**src/rtl/sysclk_gen_pkg.sv**
```systemverilog
package sysclk_gen_pkg;

    localparam int REG_W       = 8;
    localparam int FIELD_W     = 3;
    localparam int NUM_SRC     = 5;

    // raw oscillator input indices
    localparam int OSC_PREC    = 0;
    localparam int OSC_EXT     = 1;
    localparam int OSC_LP      = 2;
    localparam int OSC_RTC     = 3;

    typedef enum logic [FIELD_W-1:0] {
        SRC_PREC  = 3'd0,
        SRC_EXT   = 3'd1,
        SRC_LPDIV = 3'd2,
        SRC_RTC   = 3'd3,
        SRC_LP    = 3'd4
    } src_code_e;

    typedef enum logic [1:0] {
        SW_RUN   = 2'd0,
        SW_DRAIN = 2'd1,
        SW_WAIT  = 2'd2
    } sw_state_e;

    typedef struct packed {
        logic               ready;
        logic [FIELD_W-1:0] div;
        logic [FIELD_W-1:0] src;
    } ctrl_t;

    localparam logic [FIELD_W-1:0] RST_DIV = 3'd1;
    localparam logic [FIELD_W-1:0] RST_SRC = SRC_LPDIV;

    function automatic logic src_code_ok(input logic [FIELD_W-1:0] code);
        return code <= SRC_LP;
    endfunction

    function automatic logic [REG_W-1:0] pack_status(input ctrl_t c);
        return {c.ready, c.div, 1'b0, c.src};
    endfunction

endpackage

```
**src/rtl/sysclk_gen_regs.sv**
```systemverilog
module sysclk_gen_regs
    import sysclk_gen_pkg::*;
(
    input  logic             clk,
    input  logic             rst,
    input  logic             wr_en,
    input  logic [REG_W-1:0] wr_data,
    input  logic             apply_i,
    output ctrl_t            ctrl_o
);

    ctrl_t ctrl_q;

    always_ff @(posedge clk) begin
        if (rst) begin
            ctrl_q.ready <= 1'b0;
            ctrl_q.div   <= RST_DIV;
            ctrl_q.src   <= RST_SRC;
        end else if (wr_en) begin
            ctrl_q.div   <= wr_data[6:4];
            ctrl_q.ready <= 1'b0;
            if (src_code_ok(wr_data[FIELD_W-1:0]))
                ctrl_q.src <= wr_data[FIELD_W-1:0];
        end else if (apply_i) begin
            ctrl_q.ready <= 1'b1;
        end
    end

    assign ctrl_o = ctrl_q;

endmodule

```
**src/rtl/sysclk_gen_srcmux.sv**
```systemverilog
module sysclk_gen_srcmux
    import sysclk_gen_pkg::*;
#(
    parameter int NUM_OSC     = 4,
    parameter int SYNC_STAGES = 2,
    parameter int LPDIV_W     = 3
) (
    input  logic               clk,
    input  logic               rst,
    input  logic [NUM_OSC-1:0] osc_i,
    input  logic [FIELD_W-1:0] target_i,
    output logic               gated_o,
    output logic               undiv_o,
    output logic               sw_wait_o
);

    // synchroniser chain, one register row per stage
    logic [NUM_OSC-1:0] sync_q [SYNC_STAGES];

    genvar g;
    generate
        for (g = 0; g < SYNC_STAGES; g++) begin : g_sync
            if (g == 0) begin : g_first
                always_ff @(posedge clk) begin
                    if (rst) sync_q[g] <= '0;
                    else     sync_q[g] <= osc_i;
                end
            end else begin : g_next
                always_ff @(posedge clk) begin
                    if (rst) sync_q[g] <= '0;
                    else     sync_q[g] <= sync_q[g-1];
                end
            end
        end
    endgenerate

    logic [NUM_OSC-1:0] osc_s;
    assign osc_s = sync_q[SYNC_STAGES-1];

    // low-power oscillator divided by eight
    logic               lp_prev_q;
    logic [LPDIV_W-1:0] lp_cnt_q;

    always_ff @(posedge clk) begin
        if (rst) begin
            lp_prev_q <= 1'b0;
            lp_cnt_q  <= '0;
        end else begin
            lp_prev_q <= osc_s[OSC_LP];
            if (osc_s[OSC_LP] && !lp_prev_q)
                lp_cnt_q <= lp_cnt_q + 1'b1;
        end
    end

    // source levels indexed by source code
    logic [NUM_SRC-1:0] lvl;
    logic [NUM_SRC-1:0] lvl_prev_q;
    logic [NUM_SRC-1:0] fall;

    always_comb begin
        lvl            = '0;
        lvl[SRC_PREC]  = osc_s[OSC_PREC];
        lvl[SRC_EXT]   = osc_s[OSC_EXT];
        lvl[SRC_LPDIV] = lp_cnt_q[LPDIV_W-1];
        lvl[SRC_RTC]   = osc_s[OSC_RTC];
        lvl[SRC_LP]    = osc_s[OSC_LP];
    end

    always_ff @(posedge clk) begin
        if (rst) lvl_prev_q <= '0;
        else     lvl_prev_q <= lvl;
    end

    assign fall = lvl_prev_q & ~lvl;

    // switch controller
    sw_state_e          st_q;
    logic [FIELD_W-1:0] cur_q;
    logic               undiv_q;

    always_ff @(posedge clk) begin
        if (rst) begin
            st_q  <= SW_RUN;
            cur_q <= RST_SRC;
        end else begin
            unique case (st_q)
                SW_RUN: begin
                    if (target_i != cur_q) st_q <= SW_DRAIN;
                end
                SW_DRAIN: begin
                    if (fall[cur_q]) st_q <= SW_WAIT;
                end
                SW_WAIT: begin
                    if (fall[target_i]) begin
                        cur_q <= target_i;
                        st_q  <= SW_RUN;
                    end
                end
                default: st_q <= SW_RUN;
            endcase
        end
    end

    assign gated_o = (st_q != SW_WAIT) ? lvl[cur_q] : 1'b0;

    always_ff @(posedge clk) begin
        if (rst) undiv_q <= 1'b0;
        else     undiv_q <= gated_o;
    end

    assign undiv_o   = undiv_q;
    assign sw_wait_o = (st_q == SW_WAIT);

endmodule

```
**src/rtl/sysclk_gen_divider.sv**
```systemverilog
module sysclk_gen_divider
    import sysclk_gen_pkg::*;
#(
    parameter int CNT_W = 7
) (
    input  logic               clk,
    input  logic               rst,
    input  logic               gated_i,
    input  logic               undiv_i,
    input  logic [FIELD_W-1:0] div_sel_i,
    output logic               wrap_o,
    output logic [FIELD_W-1:0] act_o,
    output logic               sysclk_o
);

    localparam logic [CNT_W-1:0] CNT_TOP = {CNT_W{1'b1}};

    logic [CNT_W-1:0]   cnt_q;
    logic [FIELD_W-1:0] act_q;
    logic               rise;
    logic [FIELD_W-1:0] tap;

    assign rise   = gated_i && !undiv_i;
    assign wrap_o = rise && (cnt_q == CNT_TOP);

    always_ff @(posedge clk) begin
        if (rst) begin
            cnt_q <= '0;
            act_q <= RST_DIV;
        end else begin
            if (rise)   cnt_q <= cnt_q + 1'b1;
            if (wrap_o) act_q <= div_sel_i;
        end
    end

    assign tap      = act_q - 1'b1;
    assign sysclk_o = (act_q == '0) ? undiv_i : cnt_q[tap];
    assign act_o    = act_q;

endmodule

```
**src/rtl/sysclk_gen.sv**
```systemverilog
module sysclk_gen
    import sysclk_gen_pkg::*;
#(
    parameter int NUM_OSC     = 4,
    parameter int SYNC_STAGES = 2,
    parameter int CNT_W       = 7
) (
    input  logic               clk,
    input  logic               rst,
    input  logic [NUM_OSC-1:0] osc_i,
    input  logic               wr_en,
    input  logic [7:0]         wr_data,
    output logic [7:0]         rd_data,
    output logic               sysclk_o,
    output logic               div_active_o
);

    ctrl_t              ctrl;
    logic               gated;
    logic               undiv;
    logic               sw_wait;
    logic               wrap;
    logic [FIELD_W-1:0] act_div;

    sysclk_gen_regs u_regs (
        .clk     (clk),
        .rst     (rst),
        .wr_en   (wr_en),
        .wr_data (wr_data),
        .apply_i (wrap),
        .ctrl_o  (ctrl)
    );

    sysclk_gen_srcmux #(
        .NUM_OSC     (NUM_OSC),
        .SYNC_STAGES (SYNC_STAGES),
        .LPDIV_W     (3)
    ) u_srcmux (
        .clk       (clk),
        .rst       (rst),
        .osc_i     (osc_i),
        .target_i  (ctrl.src),
        .gated_o   (gated),
        .undiv_o   (undiv),
        .sw_wait_o (sw_wait)
    );

    sysclk_gen_divider #(
        .CNT_W (CNT_W)
    ) u_div (
        .clk       (clk),
        .rst       (rst),
        .gated_i   (gated),
        .undiv_i   (undiv),
        .div_sel_i (ctrl.div),
        .wrap_o    (wrap),
        .act_o     (act_div),
        .sysclk_o  (sysclk_o)
    );

    assign rd_data      = pack_status(ctrl);
    assign div_active_o = (ctrl.div != '0);

endmodule

```
**config.mk**
```make
export PLATFORM = sky130hd
export DESIGN_NAME = sysclk_gen
export DESIGN_NICKNAME = d
export VERILOG_FILES = /design/src/rtl/sysclk_gen_pkg.sv /design/src/rtl/sysclk_gen_regs.sv /design/src/rtl/sysclk_gen_srcmux.sv /design/src/rtl/sysclk_gen_divider.sv /design/src/rtl/sysclk_gen.sv
export SDC_FILE = /design/constraint.sdc
export NUM_CORES = 1
export LEC_CHECK = 0
export ABC_AREA = 1
export BUFFER_PORTS_ARGS = -buffer_cell sky130_fd_sc_hd__buf_4
export CAP_MARGIN = 20
export CORE_MARGIN = 2
export CORE_UTILIZATION = 50
export DETAILED_ROUTE_END_ITERATION = 8
export PLACE_DENSITY_LB_ADDON = 0.1
export SLEW_MARGIN = 20
export SYNTH_ARGS = -nofsm -noshare
export SYNTH_HDL_FRONTEND = slang
export SYNTH_SLANG_ARGS = --single-unit
export TNS_END_PERCENT = 100
```
**constraint.sdc**
```tcl
create_clock -name clk -period 2.1 [get_ports clk]
set_clock_uncertainty 0.15 [all_clocks]
set_input_delay 0.315 -clock clk [delete_from_list [all_inputs] [get_ports clk]]
set_output_delay 0.315 -clock clk [all_outputs]
set_load 0.05 [all_outputs]
```
==> impl_metrics.ini <==
[status]
outcome = complete, no violations

[clock_tree]
cts_tree = yes
cts_hold_buffers = 0
htree_levels = 2
numClockSinks = 39
numCtsBuffers = 5
worst_setup_hold_path_clk_slew_ns = 0.08
clk_path_buf_depth = 2
clockRootBuffer = sky130_fd_sc_hd__clkbuf_8
worst_skew_pair.late_latency_ns = 0.29

[job]
drv.max_cap_violation_count = 0

[global_routing]
total_global_routing_track_utilization = 0.199
antenna_found_initial = 0
global_route.overflow_total = 0
grt_first_pass_wirelength_um = 6530
grt_max_degree = 27
first_global_vias = 1499

[setup_path]
slowest_stage = sky130_fd_sc_hd__dfxtp_4
setup.worst_path.end_class = primary output
worst_ep_arrival_time_ns = 1.57
crit_path_max_incr_delay_ns = 0.37
criticalPathCategory = flop to primary output
timing.critical_path.cells = inv_4, ha_1, xnor2_2, a211oi_2, o22ai_2, buf_6
crit_path_max_fanout = 4
worst_setup_path_start_kind = flop
critical_path_rt_ns = 1.63
cpLargestDelayFamily = flip-flops
critical_path_buf_inv_count = 2

[final_layout]
final_core_utilization = 0.620
final.fill_count = 353
layout_stage_area_growth_over_the_synthesis_result_pct = 20.0
postLayoutCellArea_mm2 = 0.00225
multi_input_logic_area_um2 = 938
num-nets-final = 299
final_cell_count_no_fill = 329
drive_gt1_frac = 0.235
ff_latch_area_um2 = 785
n_antenna_cell = 0

[route]
postRouteAntennaNets = 0
viasPerCell = 4.93
vias = 1621
drc_errors = 0
routed_wire_length_per_instance_um = 11.3
drt-total-wl_um = 3730
drt_pre_antenna_iters = 4
initialDrtViolationCount = 86

[pwr]
power.static_leakage_nw = 0.997
worst_ir_drop_vdd_mv = 0.445
totalPowerFinal_w = 0.00176
pwr_density_cell_mw_per_mm2 = 782

[placed_design]
globalplace.congestion = 0.824
placed_cells_incl_taps = 320
detailed_place_hpwl_um = 2590
placed_area_mm2 = 0.00207
placement.io_buffers = 21

[yosys]
synth.yosys.seq_area_share = 0.416
asyncSetResetFlopFracSynth = 0
ys_seq_elements = 39
postSynthCellCount = 257
synth.cells.most_frequent = sky130_fd_sc_hd__nand2_1 (54), sky130_fd_sc_hd__dfxtp_1 (39), sky130_fd_sc_hd__inv_1 (33), sky130_fd_sc_hd__nor2_1 (33), sky130_fd_sc_hd__nand3_1 (21)
synth_enable_flop_cells = 0
yosysWarnings = 0
synthTopCellsByArea = sky130_fd_sc_hd__dfxtp_1 (42%), sky130_fd_sc_hd__nand2_1 (11%), sky130_fd_sc_hd__inv_1 (6.6%)
synth_top_area_cell = sky130_fd_sc_hd__dfxtp_1
yosysUniqueCellTypes = 35
synth.net_count = 276
mean_cell_area_of_the_mapped_netlist_um2 = 7.30
yosysTopAreaCellShare = 0.416
synth-main-ff-cell = sky130_fd_sc_hd__dfxtp_1
post_synthesis_instance_area_mm2 = 0.00188
synth.most_common_cell = sky130_fd_sc_hd__nand2_1

[die]
die_y_um = 65.3
core_area_mm2 = 0.00363
die_width_um = 65.3
start_util = 0.517
num_rows = 22
fp.dieArea_mm2 = 0.00426
pin_count = 25

[timing]
finalCritPeriodShare = 0.967
whs_ns = 0.0683
fmax_achieved_mhz = 492
drv_slew = 0
final-setup-viol-count = 0
hold_violations = 0
period_minus_slack_ns = 2.03

[hold_path]
hold_class = primary input to flop
-- routing by layer --
layer	up-vias	share of wire	GRT usage	wire length [um]
li1	866	-	-	-
met1	722	0.51	0.257	1890
met2	28	0.44	0.315	1630
met3	5	0.043	0.0634	159
met4	0	0.013	0.0677	50
met5	-	0	0	0
-- worst reg2reg max path: cells and delay by family (launching register included) --
kind	cells	cell delay, ns
AOI/OAI and AO/OA	1	0.11
and+or+nand+nor	7	0.59
DFF	1	0.52
buffers and inverters	2	0.19
-- path summary, 6_finish.rpt --
check | slack, ns | depth (start not counted) | to | from
min reg2reg | 0.25 | 2 | u_srcmux.sync_q[1][3] | u_srcmux.sync_q[0][3]
max reg2reg | 0.47 | 10 | u_div.cnt_q[6] | u_srcmux.cur_q[0]
max | 0.07 | 6 | sysclk_o | u_div.act_o[0]
min | 0.07 | 3 | u_srcmux.sync_q[0][3] | osc_i[3]
-- where the power goes --
part / internal (W) / switching (W)
clock: 0.000474 / 0.000279
sequential: 0.000768 / 0.0000222
combinational: 0.0000706 / 0.000146
-- stage by stage --
stage | setup TNS [ns] | worst slack [ns]
after floorplan | 0 | 0.0907
after global placement | 0 | 0.152
after detailed placement | 0 | 0.128
after CTS | 0 | 0.0225
after global routing | -0.0139 | -0.0139
final | 0 | 0.0686
-- cell usage in the layout, fill, tap and decap left out, types with 3 or more instances in the layout --
cell type                  Yosys  layout
sky130_fd_sc_hd__nand2_1      54      54
sky130_fd_sc_hd__dfxtp_1      39      38
sky130_fd_sc_hd__inv_1        33      32
sky130_fd_sc_hd__nor2_1       33      32
sky130_fd_sc_hd__nand3_1      21      21
sky130_fd_sc_hd__buf_4         1      21
sky130_fd_sc_hd__a21oi_1      10      10
sky130_fd_sc_hd__nand2_2       8       8
sky130_fd_sc_hd__inv_2         6       6
sky130_fd_sc_hd__o21ai_0       6       5
sky130_fd_sc_hd__nand4_1       5       5
sky130_fd_sc_hd__clkbuf_8      0       5
sky130_fd_sc_hd__nor2_2        2       3
sky130_fd_sc_hd__nand3_2       3       3
sky130_fd_sc_hd__a21oi_2       3       3
sky130_fd_sc_hd__ha_1          4       3
-- registers in the layout (all words and copies together) (netlist names) --
signal and count:
u_srcmux.cur_q 3, u_srcmux.undiv_o 1, u_regs.ctrl_o 7, u_div.cnt_q 7, u_srcmux.st_q 2, u_srcmux.lp_cnt_q 3
u_srcmux.sync_q 8, u_srcmux.lvl_prev_q 5, u_div.act_o 3
-- logic make-up (layout without fill, tap and decap cells) --
family,after synthesis,in the layout,share of synthesized area
adders and majority gates,4,4,0.0267
and+or+nand+nor,133,133,0.337
AOI/OAI and AO/OA,28,28,0.0900
xor gates and xnor gates,5,5,0.0233
other,1,1,0.00200
DFF,39,39,0.416
buffers and inverters,47,71,0.105
-- final cells by class --
type / instances / share of cell area
clock inverters: 3 / 0.0300
inverters: 41 / 0.0728
clock buffers: 5 / 0.0306
well taps: 48 / 0.0267
repair buffers: 22 / 0.0750
multi-input cells: 171 / 0.417
flip-flops and latches: 39 / 0.348
-- what timing repair did --
action / in CTS / in global routing
buffers inserted: 0 / 1
endpoints found under the setup margin: 1 / 1
pin swaps: 0 / 1
gates resized for setup: 6 / 5
(Power assumes the default switching activity.)
